**src/rtl/seg_ptw_pkg.sv**
```systemverilog
package seg_ptw_pkg;

    typedef enum logic [1:0] {
        FLT_NONE      = 2'd0,
        FLT_UNUSED    = 2'd1,
        FLT_BOUNDS    = 2'd2,
        FLT_BAD_ENTRY = 2'd3
    } flt_e;

    typedef enum logic [2:0] {
        ST_IDLE,
        ST_CHECK,
        ST_ISSUE,
        ST_WAIT,
        ST_RESP
    } walk_st_e;

endpackage

```
**src/rtl/seg_cfg_regs.sv**
```systemverilog
module seg_cfg_regs #(
    parameter int ADDR_W = 32,
    parameter int SEG_W  = 2,
    parameter int BND_W  = 19
) (
    input  logic              clk,
    input  logic              rst_n,
    input  logic              cfg_we,
    input  logic [SEG_W-1:0]  cfg_seg,
    input  logic              cfg_sel,
    input  logic [ADDR_W-1:0] cfg_wdata,
    input  logic [SEG_W-1:0]  rd_seg,
    output logic [ADDR_W-1:0] rd_base,
    output logic [BND_W-1:0]  rd_bound
);
    localparam int NUM_SEG = (1 << SEG_W) - 1;

    logic [NUM_SEG:0][ADDR_W-1:0] base_vec;
    logic [NUM_SEG:0][BND_W-1:0]  bnd_vec;

    // slot 0 is the unused segment: no storage behind it
    assign base_vec[0] = '0;
    assign bnd_vec[0]  = '0;

    for (genvar g = 1; g <= NUM_SEG; g++) begin : g_seg
        logic [ADDR_W-1:0] base_q;
        logic [BND_W-1:0]  bnd_q;
        always_ff @(posedge clk) begin
            if (!rst_n) begin
                base_q <= '0;
                bnd_q  <= '0;
            end else if (cfg_we && cfg_seg == SEG_W'(g)) begin
                if (cfg_sel) bnd_q  <= cfg_wdata[BND_W-1:0];
                else         base_q <= cfg_wdata;
            end
        end
        assign base_vec[g] = base_q;
        assign bnd_vec[g]  = bnd_q;
    end

    assign rd_base  = base_vec[rd_seg];
    assign rd_bound = bnd_vec[rd_seg];

endmodule

```
**src/rtl/seg_addr_decode.sv**
```systemverilog
module seg_addr_decode
    import seg_ptw_pkg::*;
#(
    parameter int VA_W     = 32,
    parameter int PA_W     = 32,
    parameter int SEG_W    = 2,
    parameter int OFFS_W   = 12,
    parameter int PTE_LOG2 = 2,
    parameter int BND_W    = 19
) (
    input  logic [VA_W-1:0]  vaddr,
    input  logic [PA_W-1:0]  base,
    input  logic [BND_W-1:0] bound,
    output logic [SEG_W-1:0] seg,
    output logic [PA_W-1:0]  pte_addr,
    output flt_e             fault
);
    localparam int VPN_W = VA_W - SEG_W - OFFS_W;

    logic [VPN_W-1:0] vpn;
    logic [PA_W-1:0]  vpn_ext;

    assign seg      = vaddr[VA_W-1 -: SEG_W];
    assign vpn      = vaddr[OFFS_W +: VPN_W];
    assign vpn_ext  = PA_W'(vpn);
    assign pte_addr = base + (vpn_ext << PTE_LOG2);

    always_comb begin
        if (seg == '0)                           fault = FLT_UNUSED;
        else if (BND_W'(vpn) >= bound)           fault = FLT_BOUNDS;
        else                                     fault = FLT_NONE;
    end

endmodule

```
**src/rtl/seg_walk_fsm.sv**
```systemverilog
module seg_walk_fsm
    import seg_ptw_pkg::*;
#(
    parameter int VA_W   = 32,
    parameter int PA_W   = 32,
    parameter int OFFS_W = 12
) (
    input  logic             clk,
    input  logic             rst_n,
    input  logic             req_valid,
    input  logic [VA_W-1:0]  req_vaddr,
    output logic [VA_W-1:0]  vaddr_q,
    input  logic [PA_W-1:0]  dec_pte_addr,
    input  flt_e             dec_fault,
    output logic             busy,
    output logic             rsp_valid,
    output flt_e             rsp_code,
    output logic [PA_W-1:0]  rsp_paddr,
    output logic             mem_rd_valid,
    input  logic             mem_rd_ready,
    output logic [PA_W-1:0]  mem_rd_addr,
    input  logic             mem_rsp_valid,
    input  logic [PA_W-1:0]  mem_rsp_data
);
    walk_st_e st_q, st_d;
    logic [PA_W-1:0] addr_q;
    logic [PA_W-1:0] paddr_q;
    flt_e            code_q;

    always_ff @(posedge clk) begin
        if (!rst_n) st_q <= ST_IDLE;
        else        st_q <= st_d;
    end

    always_comb begin
        st_d = st_q;
        unique case (st_q)
            ST_IDLE:  if (req_valid) st_d = ST_CHECK;
            ST_CHECK: st_d = (dec_fault == FLT_NONE) ? ST_ISSUE : ST_RESP;
            ST_ISSUE: if (mem_rd_ready) st_d = ST_WAIT;
            ST_WAIT:  if (mem_rsp_valid) st_d = ST_RESP;
            ST_RESP:  st_d = ST_IDLE;
            default:  st_d = ST_IDLE;
        endcase
    end

    always_ff @(posedge clk) begin
        if (!rst_n) begin
            vaddr_q <= '0;
            addr_q  <= '0;
            paddr_q <= '0;
            code_q  <= FLT_NONE;
        end else begin
            unique case (st_q)
                ST_IDLE: if (req_valid) vaddr_q <= req_vaddr;
                ST_CHECK: begin
                    addr_q  <= dec_pte_addr;
                    code_q  <= dec_fault;
                    paddr_q <= '0;
                end
                ST_WAIT: if (mem_rsp_valid) begin
                    if (mem_rsp_data[0]) begin
                        code_q  <= FLT_NONE;
                        paddr_q <= {mem_rsp_data[PA_W-1:OFFS_W], vaddr_q[OFFS_W-1:0]};
                    end else begin
                        code_q  <= FLT_BAD_ENTRY;
                        paddr_q <= '0;
                    end
                end
                default: ;
            endcase
        end
    end

    always_comb begin
        busy         = (st_q != ST_IDLE);
        mem_rd_valid = (st_q == ST_ISSUE);
        mem_rd_addr  = addr_q;
        rsp_valid    = (st_q == ST_RESP);
        rsp_code     = code_q;
        rsp_paddr    = paddr_q;
    end

    a_r5_addr_stable: assert property (@(posedge clk) disable iff (!rst_n)
        (mem_rd_valid && !mem_rd_ready) |=> (mem_rd_valid && $stable(mem_rd_addr)));

    a_r9_single_pulse: assert property (@(posedge clk) disable iff (!rst_n)
        rsp_valid |=> !rsp_valid);

    a_r8_busy_in_rsp: assert property (@(posedge clk) disable iff (!rst_n)
        rsp_valid |-> busy);

    a_r4_no_read_before_fault: assert property (@(posedge clk) disable iff (!rst_n)
        (rsp_valid && (rsp_code == FLT_BOUNDS || rsp_code == FLT_UNUSED)) |-> !$past(mem_rd_valid));

    a_r6_fault_paddr_zero: assert property (@(posedge clk) disable iff (!rst_n)
        (rsp_valid && rsp_code != FLT_NONE) |-> (rsp_paddr == '0));

    a_r7_ok_after_data: assert property (@(posedge clk) disable iff (!rst_n)
        (rsp_valid && rsp_code == FLT_NONE) |-> $past(mem_rsp_valid));

endmodule

```
**src/rtl/seg_ptw_top.sv**
```systemverilog
module seg_ptw_top
    import seg_ptw_pkg::*;
#(
    parameter int VA_W     = 32,
    parameter int PA_W     = 32,
    parameter int SEG_W    = 2,
    parameter int OFFS_W   = 12,
    parameter int PTE_LOG2 = 2
) (
    input  logic              clk,
    input  logic              rst_n,
    input  logic              cfg_we,
    input  logic [SEG_W-1:0]  cfg_seg,
    input  logic              cfg_sel,
    input  logic [PA_W-1:0]   cfg_wdata,
    input  logic              req_valid,
    input  logic [VA_W-1:0]   req_vaddr,
    output logic              busy,
    output logic              rsp_valid,
    output logic [1:0]        rsp_code,
    output logic [PA_W-1:0]   rsp_paddr,
    output logic              mem_rd_valid,
    input  logic              mem_rd_ready,
    output logic [PA_W-1:0]   mem_rd_addr,
    input  logic              mem_rsp_valid,
    input  logic [PA_W-1:0]   mem_rsp_data
);
    localparam int VPN_W = VA_W - SEG_W - OFFS_W;
    localparam int BND_W = VPN_W + 1;

    logic [VA_W-1:0]  vaddr_q;
    logic [SEG_W-1:0] seg;
    logic [PA_W-1:0]  sel_base;
    logic [BND_W-1:0] sel_bound;
    logic [PA_W-1:0]  pte_addr;
    flt_e             fault;
    flt_e             code;

    seg_cfg_regs #(.ADDR_W(PA_W), .SEG_W(SEG_W), .BND_W(BND_W)) u_regs (
        .clk(clk), .rst_n(rst_n),
        .cfg_we(cfg_we), .cfg_seg(cfg_seg), .cfg_sel(cfg_sel), .cfg_wdata(cfg_wdata),
        .rd_seg(seg), .rd_base(sel_base), .rd_bound(sel_bound)
    );

    seg_addr_decode #(.VA_W(VA_W), .PA_W(PA_W), .SEG_W(SEG_W), .OFFS_W(OFFS_W),
                      .PTE_LOG2(PTE_LOG2), .BND_W(BND_W)) u_dec (
        .vaddr(vaddr_q), .base(sel_base), .bound(sel_bound),
        .seg(seg), .pte_addr(pte_addr), .fault(fault)
    );

    seg_walk_fsm #(.VA_W(VA_W), .PA_W(PA_W), .OFFS_W(OFFS_W)) u_fsm (
        .clk(clk), .rst_n(rst_n),
        .req_valid(req_valid), .req_vaddr(req_vaddr), .vaddr_q(vaddr_q),
        .dec_pte_addr(pte_addr), .dec_fault(fault),
        .busy(busy), .rsp_valid(rsp_valid), .rsp_code(code), .rsp_paddr(rsp_paddr),
        .mem_rd_valid(mem_rd_valid), .mem_rd_ready(mem_rd_ready), .mem_rd_addr(mem_rd_addr),
        .mem_rsp_valid(mem_rsp_valid), .mem_rsp_data(mem_rsp_data)
    );

    assign rsp_code = code;

endmodule

```
**config.mk**
```make
export PLATFORM = sky130hd
export DESIGN_NAME = seg_ptw_top
export DESIGN_NICKNAME = d
export VERILOG_FILES = /design/src/rtl/seg_ptw_pkg.sv /design/src/rtl/seg_cfg_regs.sv /design/src/rtl/seg_addr_decode.sv /design/src/rtl/seg_walk_fsm.sv /design/src/rtl/seg_ptw_top.sv
export SDC_FILE = /design/constraint.sdc
export NUM_CORES = 1
export LEC_CHECK = 0
export BUFFER_PORTS_ARGS = -buffer_cell sky130_fd_sc_hd__buf_4
export CORE_MARGIN = 4
export CORE_UTILIZATION = 35
export CTS_CLUSTER_DIAMETER = 200
export DETAILED_ROUTE_END_ITERATION = 10
export GPL_TIMING_DRIVEN = 0
export RECOVER_POWER = 50
export SETUP_SLACK_MARGIN = 0.05
export SYNTH_ARGS = -nofsm -noshare
export SYNTH_HDL_FRONTEND = slang
export SYNTH_SLANG_ARGS = --single-unit
```
**constraint.sdc**
```tcl
create_clock -name clk -period 6.95 [get_ports clk]
set_clock_uncertainty 0.15 [all_clocks]
set_input_delay 2.085 -clock clk [delete_from_list [all_inputs] [get_ports clk]]
set_output_delay 2.085 -clock clk [all_outputs]
set_load 0.01 [all_outputs]
```
==> flow_metrics.tcl <==
set metrics [dict create \
    outcome "finished, final reports clean" \
    period_share 0.767 \
    postSynthNetCount 1574 \
    critPathArrivalTime_ns 5.66 \
    rr_endpoint "u_fsm.mem_rd_addr[28]" \
    yosysWarnings 0 \
    p_comb_frac 0.118 \
    setup_viol_count_final 0 \
    rows 66 \
    synth_ff_type "dfxtp_1" \
    fin_nets 1764 \
    cts_made_buffers 29 \
    route.detailed.drc 0 \
    seq_power_share 0.436 \
    fin_crit_ns 5.33 \
    hpwl_mm 27.8 \
    cts.path.max_buffers 3 \
    die_h_um 192 \
    cts.clk_slew.worst_paths_ns 0.06 \
    ios 174 \
    grt_pass1_wl_mm 56.3 \
    dieArea_um2 36700 \
    switchingPower_uw 908 \
    yosysSeqAreaShare 0.431 \
    clock_power_share 0.446 \
    synth_edf_count 0 \
    synth.distinct_cells 58 \
    initial_core_util 0.359 \
    rr_startpoint "u_fsm.vaddr_q[31]" \
    postCtsSetupBuffers 0 \
    critPathCaptureType "register" \
    required_ns 7.28 \
    cts.sinks 254 \
    crit_path_start "u_fsm.vaddr_q[31]" \
    avgSynthCellArea_um2 8.24 \
    h-tree-depth 1 \
    multi_input_area_um2 6310 \
    ys_ff_latch 254 \
    die_x_um 192 \
    p_leak_uw 0.00503 \
    grt_max_degree 16 \
    wl_per_cell_um 17.6 \
    final_common_cell "nand2_1" \
    p_per_area_nw_per_um2 246 \
    most-common-layout-cells "nand2_1 (444), dfxtp_1 (254), a21boi_0 (193)" \
    tns_ns 0 \
    max_freq_mhz 187 \
    nFillCells 3392 \
    finalMaxSlewViolations 0 \
    cts_root_buf "clkbuf_16" \
    final_hold_viol_count 0 \
    gp_congestion 0.879 \
    cp_max_fo 10 \
    p_int_uw 2610 \
    worst-r2r-cell-count 16 \
    post_route_cells_drive_above_1_share 0.0963 \
    netlist_area_um2 11800 \
    wl_mm 36.6 \
    startpoint_type "register" \
    first_iter_violations 668 \
    crit_end "u_fsm.mem_rd_addr[28]" \
    rsz0062_at_grt "false" \
    overflow 0 \
    rrSetupSlack_ns 1.62 \
    via_per_inst 5.02 \
    drt_pass1_iterations 4 \
    worst_ir_drop_vdd_mv 0.171 \
    regArea_um2 5080 \
    clk_latency_ns 0.56 \
    vias 10500 \
    worst_pin_slew_ns 0.891 \
    cts_tree "done" \
    power_uw 3520 \
    ctsResizeCount 0 \
    max_cap_viol_count 0 \
    crit_type "reg -> reg" \
    cts_hold_buf 0 \
    antenna_found_initial 0 \
    hold_class "reg -> reg" \
    grt_pass1_vias 10100 \
    areaGrowthSynthToFinish_pct 21.0 \
    synth_cells 1432 \
    grt.total_usage 0.193 \
    coreArea_um2 32900 \
    synth-async-reset-ratio 0 \
    swShare 0.258 \
    slew_headroom 0.406 \
    io_buffers 159 \
    ant_nets 0 \
]
[worst min-delay path by stage]
stage,from,endpoint,cells past startpoint
floorplan,u_regs.g_seg[1].base_q[20],u_regs.g_seg[1].base_q[20],2
global placement,u_fsm.mem_rd_addr[21],u_fsm.mem_rd_addr[21],2
detailed placement,u_fsm.mem_rd_addr[30],u_fsm.mem_rd_addr[30],2
CTS,u_fsm.mem_rd_addr[30],u_fsm.mem_rd_addr[30],2
global route,u_regs.g_seg[1].base_q[31],u_regs.g_seg[1].base_q[31],2
finish,u_fsm.mem_rd_addr[30],u_fsm.mem_rd_addr[30],2
[power by group through the flow]
stage          registers, µW  logic [µW]  clock network (µW)
3_5_place_dp            1570         421                   0
6_report                1540         414                1570
2_1_floorplan           1560         239                   0
4_1_cts                 1540         423                1600
5_1_grt                 1540         456                1660
3_3_place_gp            1570         418                   0
[per-layer routing]
layer | part of all wire | global-route usage | vias to the layer above
li1 | - | - | 5232
met1 | 0.47 | 0.267 | 4912
met2 | 0.45 | 0.317 | 276
met3 | 0.057 | 0.0302 | 48
met4 | 0.021 | 0.0431 | 0
met5 | 0 | 0 | -
[area by class of cell]
type / instances / share of cell area
flip-flops and latches: 254 / 0.356
inverters: 9 / 0.00237
well taps: 442 / 0.0387
clock buffers: 45 / 0.0627
diodes: 1 / 0.000175
repair buffers: 159 / 0.0657
clock inverters: 5 / 0.00648
multi-input cells: 1078 / 0.442
plain buffers: 91 / 0.0258
[cells in the mapped netlist (9+ instances only)]
cell type  number  share of area
and2_1          9         0.0048
mux2i_1        42          0.036
a21boi_0      193           0.12
xnor2_1        10         0.0074
inv_1           9         0.0029
nand2_1       444           0.14
a22oi_1        39          0.025
nand3_1        12         0.0051
xor2_1         13         0.0097
o21ai_0        47          0.020
nor2_1         40          0.013
a21oi_1        44          0.019
clkbuf_1       81          0.026
dfxtp_1       254           0.43
ha_1           36          0.038
nor2b_1        38          0.020
a21o_1         11         0.0070
[through the flow]
stage	hold slack [ns]	std cells	area, µm²	setup WS (ns)	util
detailed placement	0.295	2033	13500	2.40	0.412
floorplan	0.289	1432	11800	3.47	-
global route	0.327	2083	14300	1.24	0.434
finish	0.299	2084	14300	1.62	0.434
global placement	0.290	2033	13500	2.43	0.412
CTS	0.304	2083	14500	2.36	0.442
[sequential cells by signal (all words and copies together) (netlist names)]
signal               cells
u_regs.g_seg.base_q     96
u_fsm.mem_rd_addr       32
u_fsm.rsp_code           2
u_fsm.vaddr_q           32
u_fsm.rsp_paddr         32
u_regs.g_seg.bnd_q      57
u_fsm.st_q               3
[critical path: stages, from the launching register on]
cell	delay, ns
dfxtp_1	0.35
buf_6	0.17
buf_6	0.20
clkbuf_1	0.63
clkbuf_1	0.74
mux2i_1	0.19
o21ai_0	0.35
ha_1	0.26
inv_1	0.06
fa_1	0.37
nand2b_1	0.19
a21oi_1	0.24
o21ai_0	0.25
a21oi_1	0.53
nand4b_1	0.23
xor2_1	0.18
o21ai_0	0.15
[cells by family after synthesis]
| logic type | Yosys count | share of synthesized area |
|---|---|---|
| AOI/OAI and AO/OA | 383 | 0.227 |
| xor gates and xnor gates | 23 | 0.0171 |
| DFF | 254 | 0.431 |
| buffers and inverters | 100 | 0.0343 |
| muxes | 51 | 0.0442 |
| adders and majority gates | 37 | 0.0399 |
| and+or+nand+nor | 584 | 0.207 |
Note: power is estimated with default switching activity, not from simulation.
